[config.mk]
export PLATFORM = sky130hd
export DESIGN_NAME = pc_sequencer
export DESIGN_NICKNAME = d
export VERILOG_FILES = /design/src/rtl/pcseq_pkg.sv /design/src/rtl/pcseq_cond.sv /design/src/rtl/pcseq_stack.sv /design/src/rtl/pc_sequencer.sv
export SDC_FILE = /design/constraint.sdc
export NUM_CORES = 1
export LEC_CHECK = 0
export BUFFER_PORTS_ARGS = -buffer_cell sky130_fd_sc_hd__buf_4
export CORE_MARGIN = 8
export CORE_UTILIZATION = 50
export CTS_BUF_LIST = sky130_fd_sc_hd__clkbuf_4
export CTS_CLUSTER_DIAMETER = 120
export DETAILED_ROUTE_END_ITERATION = 12
export HOLD_SLACK_MARGIN = 0.06
export PLACE_DENSITY_LB_ADDON = 0.25
export SETUP_SLACK_MARGIN = 0.05
export SYNTH_ARGS = -nofsm -noshare
export SYNTH_HDL_FRONTEND = slang
export SYNTH_HIERARCHICAL = 1
export SYNTH_SLANG_ARGS = --single-unit
[constraint.sdc]
create_clock -name clk -period 7.2 [get_ports clk]
set_input_delay 1.08 -clock clk [delete_from_list [all_inputs] [get_ports clk]]
set_output_delay 1.08 -clock clk [all_outputs]
set_load 0.01 [all_outputs]
[src/rtl/pcseq_pkg.sv]
package pcseq_pkg;

    typedef enum logic [1:0] {
        ST_EMPTY   = 2'd0,
        ST_HOLDING = 2'd1,
        ST_FULL    = 2'd2
    } stk_state_e;

    typedef enum logic [2:0] {
        CC_ZERO     = 3'b000,
        CC_NONZERO  = 3'b001,
        CC_CARRY    = 3'b010,
        CC_NOCARRY  = 3'b011,
        CC_OVFL     = 3'b100,
        CC_NOOVFL   = 3'b101,
        CC_NEG      = 3'b110,
        CC_POS      = 3'b111
    } cond_e;

    localparam int FLG_Z = 0;
    localparam int FLG_C = 1;
    localparam int FLG_O = 2;
    localparam int FLG_N = 3;
    localparam int FLG_P = 4;
    localparam int FLG_W = 5;

endpackage

[src/rtl/pcseq_cond.sv]
module pcseq_cond
    import pcseq_pkg::*;
(
    input  logic [2:0]       cond,
    input  logic [FLG_W-1:0] flags,
    output logic             take
);

    always_comb begin
        unique case (cond_e'(cond))
            CC_ZERO:    take =  flags[FLG_Z];
            CC_NONZERO: take = ~flags[FLG_Z];
            CC_CARRY:   take =  flags[FLG_C];
            CC_NOCARRY: take = ~flags[FLG_C];
            CC_OVFL:    take =  flags[FLG_O];
            CC_NOOVFL:  take = ~flags[FLG_O];
            CC_NEG:     take =  flags[FLG_N];
            CC_POS:     take =  flags[FLG_P];
            default:    take = 1'b0;
        endcase
    end

endmodule

[src/rtl/pcseq_stack.sv]
module pcseq_stack #(
    parameter int DEPTH = 8,
    parameter int AW    = 12
) (
    input  logic          clk,
    input  logic          rst_n,
    input  logic          push,
    input  logic          pop,
    input  logic [AW-1:0] din,
    output logic [AW-1:0] dout,
    output logic          at_last,
    output logic          at_first
);

    localparam int SP_W  = $clog2(DEPTH + 1);
    localparam int IDX_W = (DEPTH > 1) ? $clog2(DEPTH) : 1;

    logic [SP_W-1:0]  sp;
    logic [AW-1:0]    mem [DEPTH];
    logic [IDX_W-1:0] wr_idx;
    logic [IDX_W-1:0] rd_idx;

    assign wr_idx   = IDX_W'(sp);
    assign rd_idx   = IDX_W'(sp - SP_W'(1));
    assign dout     = (sp != '0) ? mem[rd_idx] : '0;
    assign at_last  = (sp == SP_W'(DEPTH - 1));
    assign at_first = (sp == SP_W'(1));

    always_ff @(posedge clk or negedge rst_n) begin
        if (!rst_n) begin
            sp <= '0;
        end else if (push) begin
            sp <= sp + SP_W'(1);
        end else if (pop) begin
            sp <= sp - SP_W'(1);
        end
    end

    always_ff @(posedge clk) begin
        if (push) begin
            mem[wr_idx] <= din;
        end
    end

endmodule

[src/rtl/pc_sequencer.sv]
module pc_sequencer
    import pcseq_pkg::*;
#(
    parameter int PC_W  = 12,
    parameter int OFF_W = 9,
    parameter int DEPTH = 8
) (
    input  logic             clk,
    input  logic             rst_n,
    input  logic             en,
    input  logic             do_call,
    input  logic             do_ret,
    input  logic             do_jump,
    input  logic             do_branch,
    input  logic [PC_W-1:0]  target,
    input  logic [OFF_W-1:0] offset,
    input  logic [2:0]       cond,
    input  logic [FLG_W-1:0] flags,
    output logic [PC_W-1:0]  pc,
    output logic             stk_ovf,
    output logic             stk_unf
);

    localparam int EXT_W = PC_W - OFF_W;

    stk_state_e      state_q, state_d;
    logic [PC_W-1:0] pc_q, pc_d, pc_inc, off_ext, stk_top;
    logic            take, at_last, at_first;
    logic            sel_call, sel_ret, sel_jump, sel_br;
    logic            push, pop;

    pcseq_cond u_cond (
        .cond  (cond),
        .flags (flags),
        .take  (take)
    );

    pcseq_stack #(.DEPTH(DEPTH), .AW(PC_W)) u_stack (
        .clk      (clk),
        .rst_n    (rst_n),
        .push     (push),
        .pop      (pop),
        .din      (pc_inc),
        .dout     (stk_top),
        .at_last  (at_last),
        .at_first (at_first)
    );

    // precedence: call, return, jump, branch, increment
    assign sel_call = en & do_call;
    assign sel_ret  = en & ~do_call & do_ret;
    assign sel_jump = en & ~do_call & ~do_ret & do_jump;
    assign sel_br   = en & ~do_call & ~do_ret & ~do_jump & do_branch;
    assign push     = sel_call & (state_q != ST_FULL);
    assign pop      = sel_ret  & (state_q != ST_EMPTY);

    assign pc_inc  = pc_q + PC_W'(1);
    assign off_ext = {{EXT_W{offset[OFF_W-1]}}, offset};

    always_comb begin
        pc_d = pc_q;
        if (en) begin
            pc_d = pc_inc;
            if (push) begin
                pc_d = target;
            end else if (pop) begin
                pc_d = stk_top;
            end else if (sel_jump) begin
                pc_d = target;
            end else if (sel_br && take) begin
                pc_d = pc_q + off_ext;
            end
        end
    end

    always_comb begin
        state_d = state_q;
        unique case (state_q)
            ST_EMPTY: begin
                if (push) state_d = ST_HOLDING;
            end
            ST_HOLDING: begin
                if (push && at_last)      state_d = ST_FULL;
                else if (pop && at_first) state_d = ST_EMPTY;
            end
            ST_FULL: begin
                if (pop) state_d = ST_HOLDING;
            end
            default: state_d = ST_EMPTY;
        endcase
    end

    always_ff @(posedge clk or negedge rst_n) begin
        if (!rst_n) begin
            state_q <= ST_EMPTY;
        end else begin
            state_q <= state_d;
        end
    end

    always_ff @(posedge clk or negedge rst_n) begin
        if (!rst_n) begin
            pc_q    <= '0;
            stk_ovf <= 1'b0;
            stk_unf <= 1'b0;
        end else begin
            pc_q    <= pc_d;
            stk_ovf <= sel_call & (state_q == ST_FULL);
            stk_unf <= sel_ret  & (state_q == ST_EMPTY);
        end
    end

    assign pc = pc_q;

endmodule

# Word-level counts from Yosys, hierarchy flattened
# Memories as Yosys holds them, arrays and structs flattened.
# Index checks and enable logic that the tools add are counted.
word_totals:
  ff_bits: 20
  mem_count: 1
  word_cells: 66
  mem_bits_rw: 96
  out_inout_bits: 14
memory_table:
  columns: ["memory", "words", "word_bits", "read_ports", "rd_ports_with_merged_regs", "wr", "line_no", "text"]
  rows:
  - ["u_stack.mem", 8, 12, 1, 0, 1, "pcseq_stack.sv:19", "logic [AW-1:0] mem [DEPTH];"]
classes:
  eq_ne: 15
  addsub: 4
  n_reduce_logical: 9
  mux: 15
  bitwise: 17
ops:
  columns: ["op", "count"]
  rows:
  - ["$mux W12", 5]
  - ["$add A12 B1 Y12 const B", 1]
  - ["$add A12 B12 Y12", 1]
  - ["$eq A3 B3 Y1 const B", 4]
  - ["$and A1 B1 Y1", 11]
  - ["$mux W2", 4]
  - ["$mux W4", 2]
  - ["$pmux W1 S8", 1]
  - ["$eq A3 B2 Y1 const B", 2]
  - ["$ne A2 B2 Y1 const B", 3]
  - ["$not A1 Y1", 6]
  - ["$pmux W2 S3", 1]
  - ["$add A4 B1 Y4 const B", 1]
  - ["$eq A4 B1 Y1 const B", 1]
  - ["$eq A4 B3 Y1 const B", 1]
  - ["$reduce_bool A2 Y1", 2]
  - ["$reduce_bool A4 Y1", 1]
  - ["$sub A4 B1 Y4 const B", 1]
  - ["$eq A3 B1 Y1 const B", 1]
  - ["$logic_and A1 B1 Y1", 3]
  - ["$logic_not A3 Y1", 1]
  - ["$ne A3 B3 Y1 const B", 1]
  - ["$reduce_and A3 Y1", 1]
  - ["$eq A2 B1 Y1 const B", 1]
  - ["other kinds (3)", 4]

# Depth between registers and ports, before layout
# Gate-level depths: netlist of run 1.
depth:
  word_depth: 10
  mapped_depth: 13
  mapped_depth_nobuf: 9

# By module
# Netlist of run 1, hierarchy kept.
modules_own_cells:
  columns: ["module", "cells_each", "n_inst", "seq_area_each_um2", "area_per_inst_um2"]
  rows:
  - ["pcseq_stack", 208, 1, 2982.9, 4033.9]
  - ["pc_sequencer", 202, 1, 400.4, 1717.9]
  - ["pcseq_cond", 7, 1, 0.0, 55.1]

# Worst setup path before layout of run 1
# Ideal clock, no wire load.
synth_timing:
  path_kind: "in2reg"
  from: "input port en"
  to: "memory u_stack.mem[0][0], enable pin"
  path_buffers: 2
  path_slack_ps: 4103
  cell_stages: 6
  arrival_ps: 2701
  setup_time_ps: 396
  cell_sequence: "buf_4 -> nand3_1 -> clkinv_1 -> clkbuf_1 -> nand2_1 -> nor3_1"
synth_via:
  elab_chain_cells: 4
synth_lines:
  columns: ["element", "line_no", "text"]
  rows:
  - ["from (decl)", "pc_sequencer.sv:10", "input logic en,"]
  - ["$and A1 B1 Y1", "pc_sequencer.sv:50", "assign sel_call = en & do_call;"]
  - ["$and A1 B1 Y1", "pc_sequencer.sv:54", "assign push = sel_call & (state_q != ST_FULL);"]
  - ["via push", "pc_sequencer.sv:30", "logic push, pop;"]
  - ["$mux W1", "pcseq_stack.sv:40", "if (push) begin"]
  - ["$mux W1 (implied by the code)", "pcseq_stack.sv:41", "mem[wr_idx] <= din;"]
  - ["to (decl)", "pcseq_stack.sv:19", null]
# The timed path passes the listed nets, and every way through them passes these cells.

# Worst setup path after layout of run 1
layout_timing:
  from: "input port en"
  to: "memory u_stack.mem[4][9], enable pin"
# Same word-level chain as after synthesis.

==> impl_metrics.json, run 1 <==
{
  "status": "complete, no violations",
  "rsz0062_at_grt": "false",
  "drt-initial-drc-count": 398,
  "start_util": 0.511,
  "hold_viol": 0,
  "dpl.hpwl_mm": 9.25,
  "antenna_found_initial": 0,
  "root_buffer": "clkbuf_4",
  "cts_resized": 0,
  "path_class": "input pin to register",
  "tns_ns": 0,
  "ys.flop_type": "edfxtp_1",
  "ys_ff_latch": 116,
  "htreeDepth": 4,
  "crit_arrival_ns": 3.30,
  "hold_buffers": 0,
  "crit_path_max_fanout": 18,
  "finalSetupViolCount": 0,
  "wl_met3_um": 895,
  "fmax_mhz": 312,
  "wl_per_cell_um": 20.9,
  "grt_first_pass_wirelength_mm": 20.0,
  "clockBufferDepth": 2,
  "grt_start_max_net_pins": 35,
  "io_pins": 50,
  "yosysWarnings": 6,
  "synth-edff-count": 96,
  "relSlewSlack": 0.252,
  "grt-ovfl-total": 0,
  "cts_sinks": 116,
  "layout-drive-gt1-share": 0.228,
  "hold_class": "input pin to asynchronous set/reset pin",
  "numCtsBuffers": 17,
  "ir_drop_mv": 0.236,
  "drv_slew": 0,
  "die-area_um2": 15300,
  "p_per_area_nw_per_um2": 378,
  "synthTopCellsByArea": "edfxtp_1 (50%), dfrtp_1 (8.6%), mux4_1 (5.9%)",
  "yosysTopAreaCellShare": 0.496,
  "drc": 0,
  "postRouteAntennaNets": 0,
  "syn_inst": 417,
  "finalClockSkew_ns": 0.0289,
  "final_cell_mix": "edfxtp_1 (96), buf_4 (51), o21ai_0 (34)",
  "top_layer_used": "met4",
  "critPathRequiredTime_ns": 7.29,
  "layout_commonest_cell": "edfxtp_1",
  "avgSynthCellArea_um2": 13.9,
  "dieWidth_um": 124,
  "core_area_um2": 11400,
  "area_delta_synth_final_pct": 13.5,
  "post_cts_buffers": 0,
  "synth_cell_type_count": 66,
  "io_buffers": 49,
  "cts_tree": "done",
  "insertedDiodeCount": 0,
  "layout_min_cycle_time_ns": 3.21,
  "clk_pin_slew_ns": 0.12,
  "grt_usage": 0.176,
  "power.leakage_uw": 0.00248,
  "wl_met2_mm": 6.31,
  "via_count": 3813,
  "drv_cap": 0,
  "synthArstFlopShare": 0.172,
  "grt_pass1_vias": 3701,
  "endpoint_kind": "register",
  "fin_crit_sh": 0.445,
  "place.gp.congestion": 0.913,
  "timing.hold.ws_ns": 0.444,
  "worst_slew_pin_slew_ns": 1.12,
  "synth_area_leader_cell": "edfxtp_1",
  "crit_path_start_kind": "input pin",
  "firstDrtPassIters": 4,
  "wl_mm": 13.0,
  "die_h_um": 124,
  "viasPerCell": 6.13,
  "synth.cell_area_um2": 5810,
  "synth_fp_nets": 469,
  "nets": 518,
  "clock_latency_ns": 0.50,
  "yosysSeqAreaShare": 0.583,
  "num_rows": 39,
  "wl_met1_mm": 5.65
}
==> per-stage QoR <==
stage | total power (uW) | std cells | setup slack, ns | utilization | cell area (um^2)
finish | 2490 | 622 | 3.99 | 0.580 | 6590
floorplan | 1660 | 417 | 4.10 | - | 5810
detailed placement | 1960 | 590 | 3.57 | 0.550 | 6250
global placement | 1940 | 590 | 3.69 | 0.550 | 6250
CTS | 2500 | 622 | 3.99 | 0.580 | 6590
global route | 2620 | 622 | 3.73 | 0.580 | 6590
==> final cells by class <==
| type | instances | area [um^2] |
|---|---|---|
| sequential | 116 | 3380 |
| inverter | 12 | 45.0 |
| tap | 143 | 179 |
| timing repair buffer | 51 | 383 |
| clock inverter | 12 | 188 |
| multi-input combinational | 268 | 2260 |
| clock buffer | 20 | 150 |
| fill | 904 | 4780 |
==> logic make-up after synthesis <==
| group | synth area share |
|---|---|
| simple gates | 0.0929 |
| flops | 0.583 |
| fa+ha+maj | 0.0358 |
| compound gates | 0.115 |
| xor+xnor | 0.0362 |
| mux | 0.108 |
| buf+inv | 0.0295 |
==> flip-flops by register name, indices dropped and copies added, names as in the netlist <==
signal,flops
stk_ovf,1
state_q,2
stk_unf,1
pc,12
u_stack/mem,96
u_stack/sp,4
==> worst max-delay path, cell delays in order <==
cell and delay [ns]:
buf_4 0.22, nand3_1 0.45, clkinv_1 0.46, nand2_1 0.20, nor2_1 0.88
==> final timing paths <==
| path | from | end | slack [ns] | cells after the start |
|---|---|---|---|---|
| worst max-delay path | en | u_stack/mem[4][9] | 3.99 | 5 |
| worst min-delay path | rst_n | pc[11] | 0.44 | 1 |
| worst max register to register | u_stack/sp[0] | pc[7] | 4.02 | 11 |
| worst min register to register | state_q[0] | stk_unf | 0.50 | 1 |
| max in group asynchronous | rst_n | pc[7] | 6.50 | 1 |
| min in group clk | state_q[0] | stk_unf | 0.50 | 1 |
==> routing by layer <==
metal,up-vias,GRT usage
met2,134,0.281
met5,-,0
met1,1908,0.232
met4,0,0.0497
met3,12,0.0485
li1,1759,-
==> Yosys cell counts (2+ instances only) <==
library cell	count
a211oi_1	2
a21o_1	4
a21oi_1	12
a221o_1	3
a221oi_1	2
a222oi_1	4
a22oi_1	2
a311o_1	2
a31oi_1	3
and2_1	5
and3_1	2
and3b_1	2
buf_2	5
buf_4	3
buf_6	4
clkbuf_1	9
dfrtp_1	20
edfxtp_1	96
ha_1	15
inv_1	11
mux2i_1	4
mux4_1	13
mux4_2	11
nand2_1	30
nand2b_1	3
nand3_1	10
nand4_1	3
nor2_1	19
nor2b_1	3
nor3_1	9
nor3b_1	2
o21a_1	2
o21ai_0	34
o221ai_1	4
o22ai_1	8
o2bb2ai_1	2
o31a_1	2
or2_2	2
xnor2_1	11
xor2_1	13
==> power breakdown <==
part / switching (uW) / leakage [uW] / internal (uW)
Combinational: 561 / 0.00119 / 410
Sequential: 81.6 / 0.00111 / 886
Clock: 231 / 0.000186 / 319
Total: 874 / 0.00248 / 1610
Note: power is estimated with default switching activity, not from simulation.
==> run 2: changes to the inputs <==
- ABC_AREA: unset -> 1
- clock period: 7.2 -> 2.84 ns (I/O delays scaled with it)
==> impl_metrics.json, run 2 <==
{
  "crit_arrival_ns": 2.70,
  "die_h_um": 132,
  "ir_drop_mv": 0.505,
  "firstDrtPassIters": 5,
  "syn_inst": 827,
  "postRouteAntennaNets": 0,
  "synth_fp_nets": 879,
  "path_class": "register to register",
  "io_buffers": 49,
  "clockBufferDepth": 2,
  "hold_viol": 0,
  "hold_class": "input pin to register",
  "r2r_end": "pc[10]",
  "die-area_um2": 17400,
  "grt-ovfl-total": 0,
  "r2r_start": "pc[0]",
  "multi_input_area_um2": 2570,
  "grt_pass1_vias": 5310,
  "cts_tree": "done",
  "htreeDepth": 4,
  "rsz0062_at_grt": "false",
  "ys_ff_latch": 116,
  "crit_path_max_fanout": 7,
  "synth_cell_type_count": 41,
  "grt_start_max_net_pins": 52,
  "critPathRequiredTime_ns": 3.27,
  "area_delta_synth_final_pct": 13.7,
  "clock_latency_ns": 0.54,
  "yosysTopAreaCellShare": 0.428,
  "timing.hold.ws_ns": 0.115,
  "fin_crit_sh": 0.799,
  "antenna_found_initial": 1,
  "crit_path_start_kind": "register",
  "yosysSeqAreaShare": 0.503,
  "finalClockSkew_ns": 0.0165,
  "stdcell_count": 1083,
  "whs_path_depth": 3,
  "drv_slew": 0,
  "root_buffer": "clkbuf_4",
  "status": "complete, no violations",
  "r2r_setup_slack_ns": 0.57,
  "fin_ws_ns": 0.571,
  "avgSynthCellArea_um2": 8.14,
  "num_rows": 42,
  "wl_per_cell_um": 15.0,
  "via_count": 5460,
  "final_cell_mix": "nand2_1 (265), inv_1 (123), edfxtp_1 (96)",
  "placedCellCount": 1049,
  "clk_pin_slew_ns": 0.11,
  "top_register": "u_stack/mem",
  "dieWidth_um": 132,
  "synthTopCellsByCount": "nand2_1 (265), inv_1 (123), edfxtp_1 (96)",
  "synth.cell_area_um2": 6730,
  "synth_area_leader_cell": "edfxtp_1",
  "io_pins": 50,
  "reg2reg_depth": 17,
  "place.gp.congestion": 0.936,
  "synth-edff-count": 96,
  "drt-initial-drc-count": 416,
  "relSlewSlack": 0.606,
  "tns_ns": 0,
  "cts_sinks": 116,
  "viasPerCell": 5.04,
  "yosysWarnings": 6,
  "drv_cap": 0,
  "numCtsBuffers": 17,
  "layout_commonest_cell": "nand2_1",
  "finalSetupViolCount": 0,
  "wl_mm": 16.2,
  "start_util": 0.510,
  "power.leakage_uw": 0.00374,
  "largest_register_ffs": 96,
  "n_fill_cell": 1187,
  "drc": 0,
  "worstSetupEndpoint": "pc[10]",
  "ys.flop_type": "edfxtp_1",
  "synth_most_common_cell": "nand2_1",
  "grt_first_pass_wirelength_mm": 26.6,
  "layout_min_cycle_time_ns": 2.27,
  "synthArstFlopShare": 0.172,
  "seq_area_um2": 3380,
  "startpoint": "pc[0]",
  "synthTopCellsByArea": "edfxtp_1 (43%), nand2_1 (15%), dfrtp_1 (7.4%)",
  "pre_cts_slack_ns": 0.597,
  "layout-drive-gt1-share": 0.188,
  "grt_usage": 0.193,
  "p_per_area_nw_per_um2": 916,
  "nets": 945,
  "fmax_mhz": 441,
  "worst_slew_pin_slew_ns": 0.590,
  "endpoint_kind": "register",
  "dpl.hpwl_mm": 11.2,
  "core_area_um2": 13200
}
[run 2: area by class of cell]
cell class | instances | area share
sequential | 116 | 0.442
clock inverter | 15 | 0.0216
multi-input combinational | 520 | 0.336
tap | 176 | 0.0288
antenna | 1 | 0.000327
clock buffer | 17 | 0.0167
timing repair buffer | 75 | 0.0739
inverter | 163 | 0.0800
[run 2: cell families (layout without fill, tap and decap cells)]
kind of cell	Yosys count	count (layout)	synth area share
and+or+nand+nor	439	439	0.288
DFF	116	116	0.503
other	0	1	0
xor gates and xnor gates	10	10	0.0158
buffers and inverters	191	270	0.116
adders and majority gates	16	16	0.0309
AOI/OAI and AO/OA	55	55	0.0459
[run 2: metal layers]
layer	vias up	GRT usage	wire length (um)
met4	0	0.0715	246
met5	-	0	0
li1	2751	-	-
met3	20	0.0431	1130
met2	197	0.304	7470
met1	2492	0.253	7370
[run 2: worst min path at each step]
| stage | slack [ns] | from | end |
|---|---|---|---|
| floorplan | 0.13 | rst_n | pc[0] |
| detailed placement | 0.34 | rst_n | pc[1] |
| finish | 0.12 | target[2] | pc[2] |
| CTS | 0.08 | target[2] | pc[2] |
| global placement | 0.33 | rst_n | pc[1] |
| global route | 0.09 | target[2] | pc[2] |
[run 2: what timing repair did]
action,4_1_cts,5_1_grt
setup endpoints to repair,0,0
resized for setup,0,0
hold endpoints to repair,20,0
hold buffers,1,0
buffers inserted,0,0
[run 2: critical path, stage by stage, from the launching register on]
cell and delay [ns]:
dfrtp_1 0.57, ha_1 0.23, inv_1 0.05, fa_1 0.35, inv_1 0.09, nand3_1 0.06, nand2_1 0.10, nand2_1 0.07
nand2_1 0.13, nand2_1 0.09, nand2_1 0.07, nand2_1 0.05, nand3_1 0.08, nand2_1 0.05, nand2_1 0.05, nand2_1 0.04
nand2_1 0.05, nand2_1 0.04
[run 2: power by group]
group / switching [uW] / leakage [uW] / internal [uW]
Sequential: 187 / 0.00112 / 2180
Clock: 646 / 0.000150 / 599
Combinational: 2250 / 0.00247 / 1140
[run 2: through the flow]
step | area [um^2] | power (uW) | util
finish | 7650 | 7010 | 0.580
global route | 7650 | 7570 | 0.580
CTS | 7650 | 7030 | 0.580
detailed placement | 7340 | 5780 | 0.557
global placement | 7340 | 5740 | 0.557
floorplan | 6730 | 4850 | -
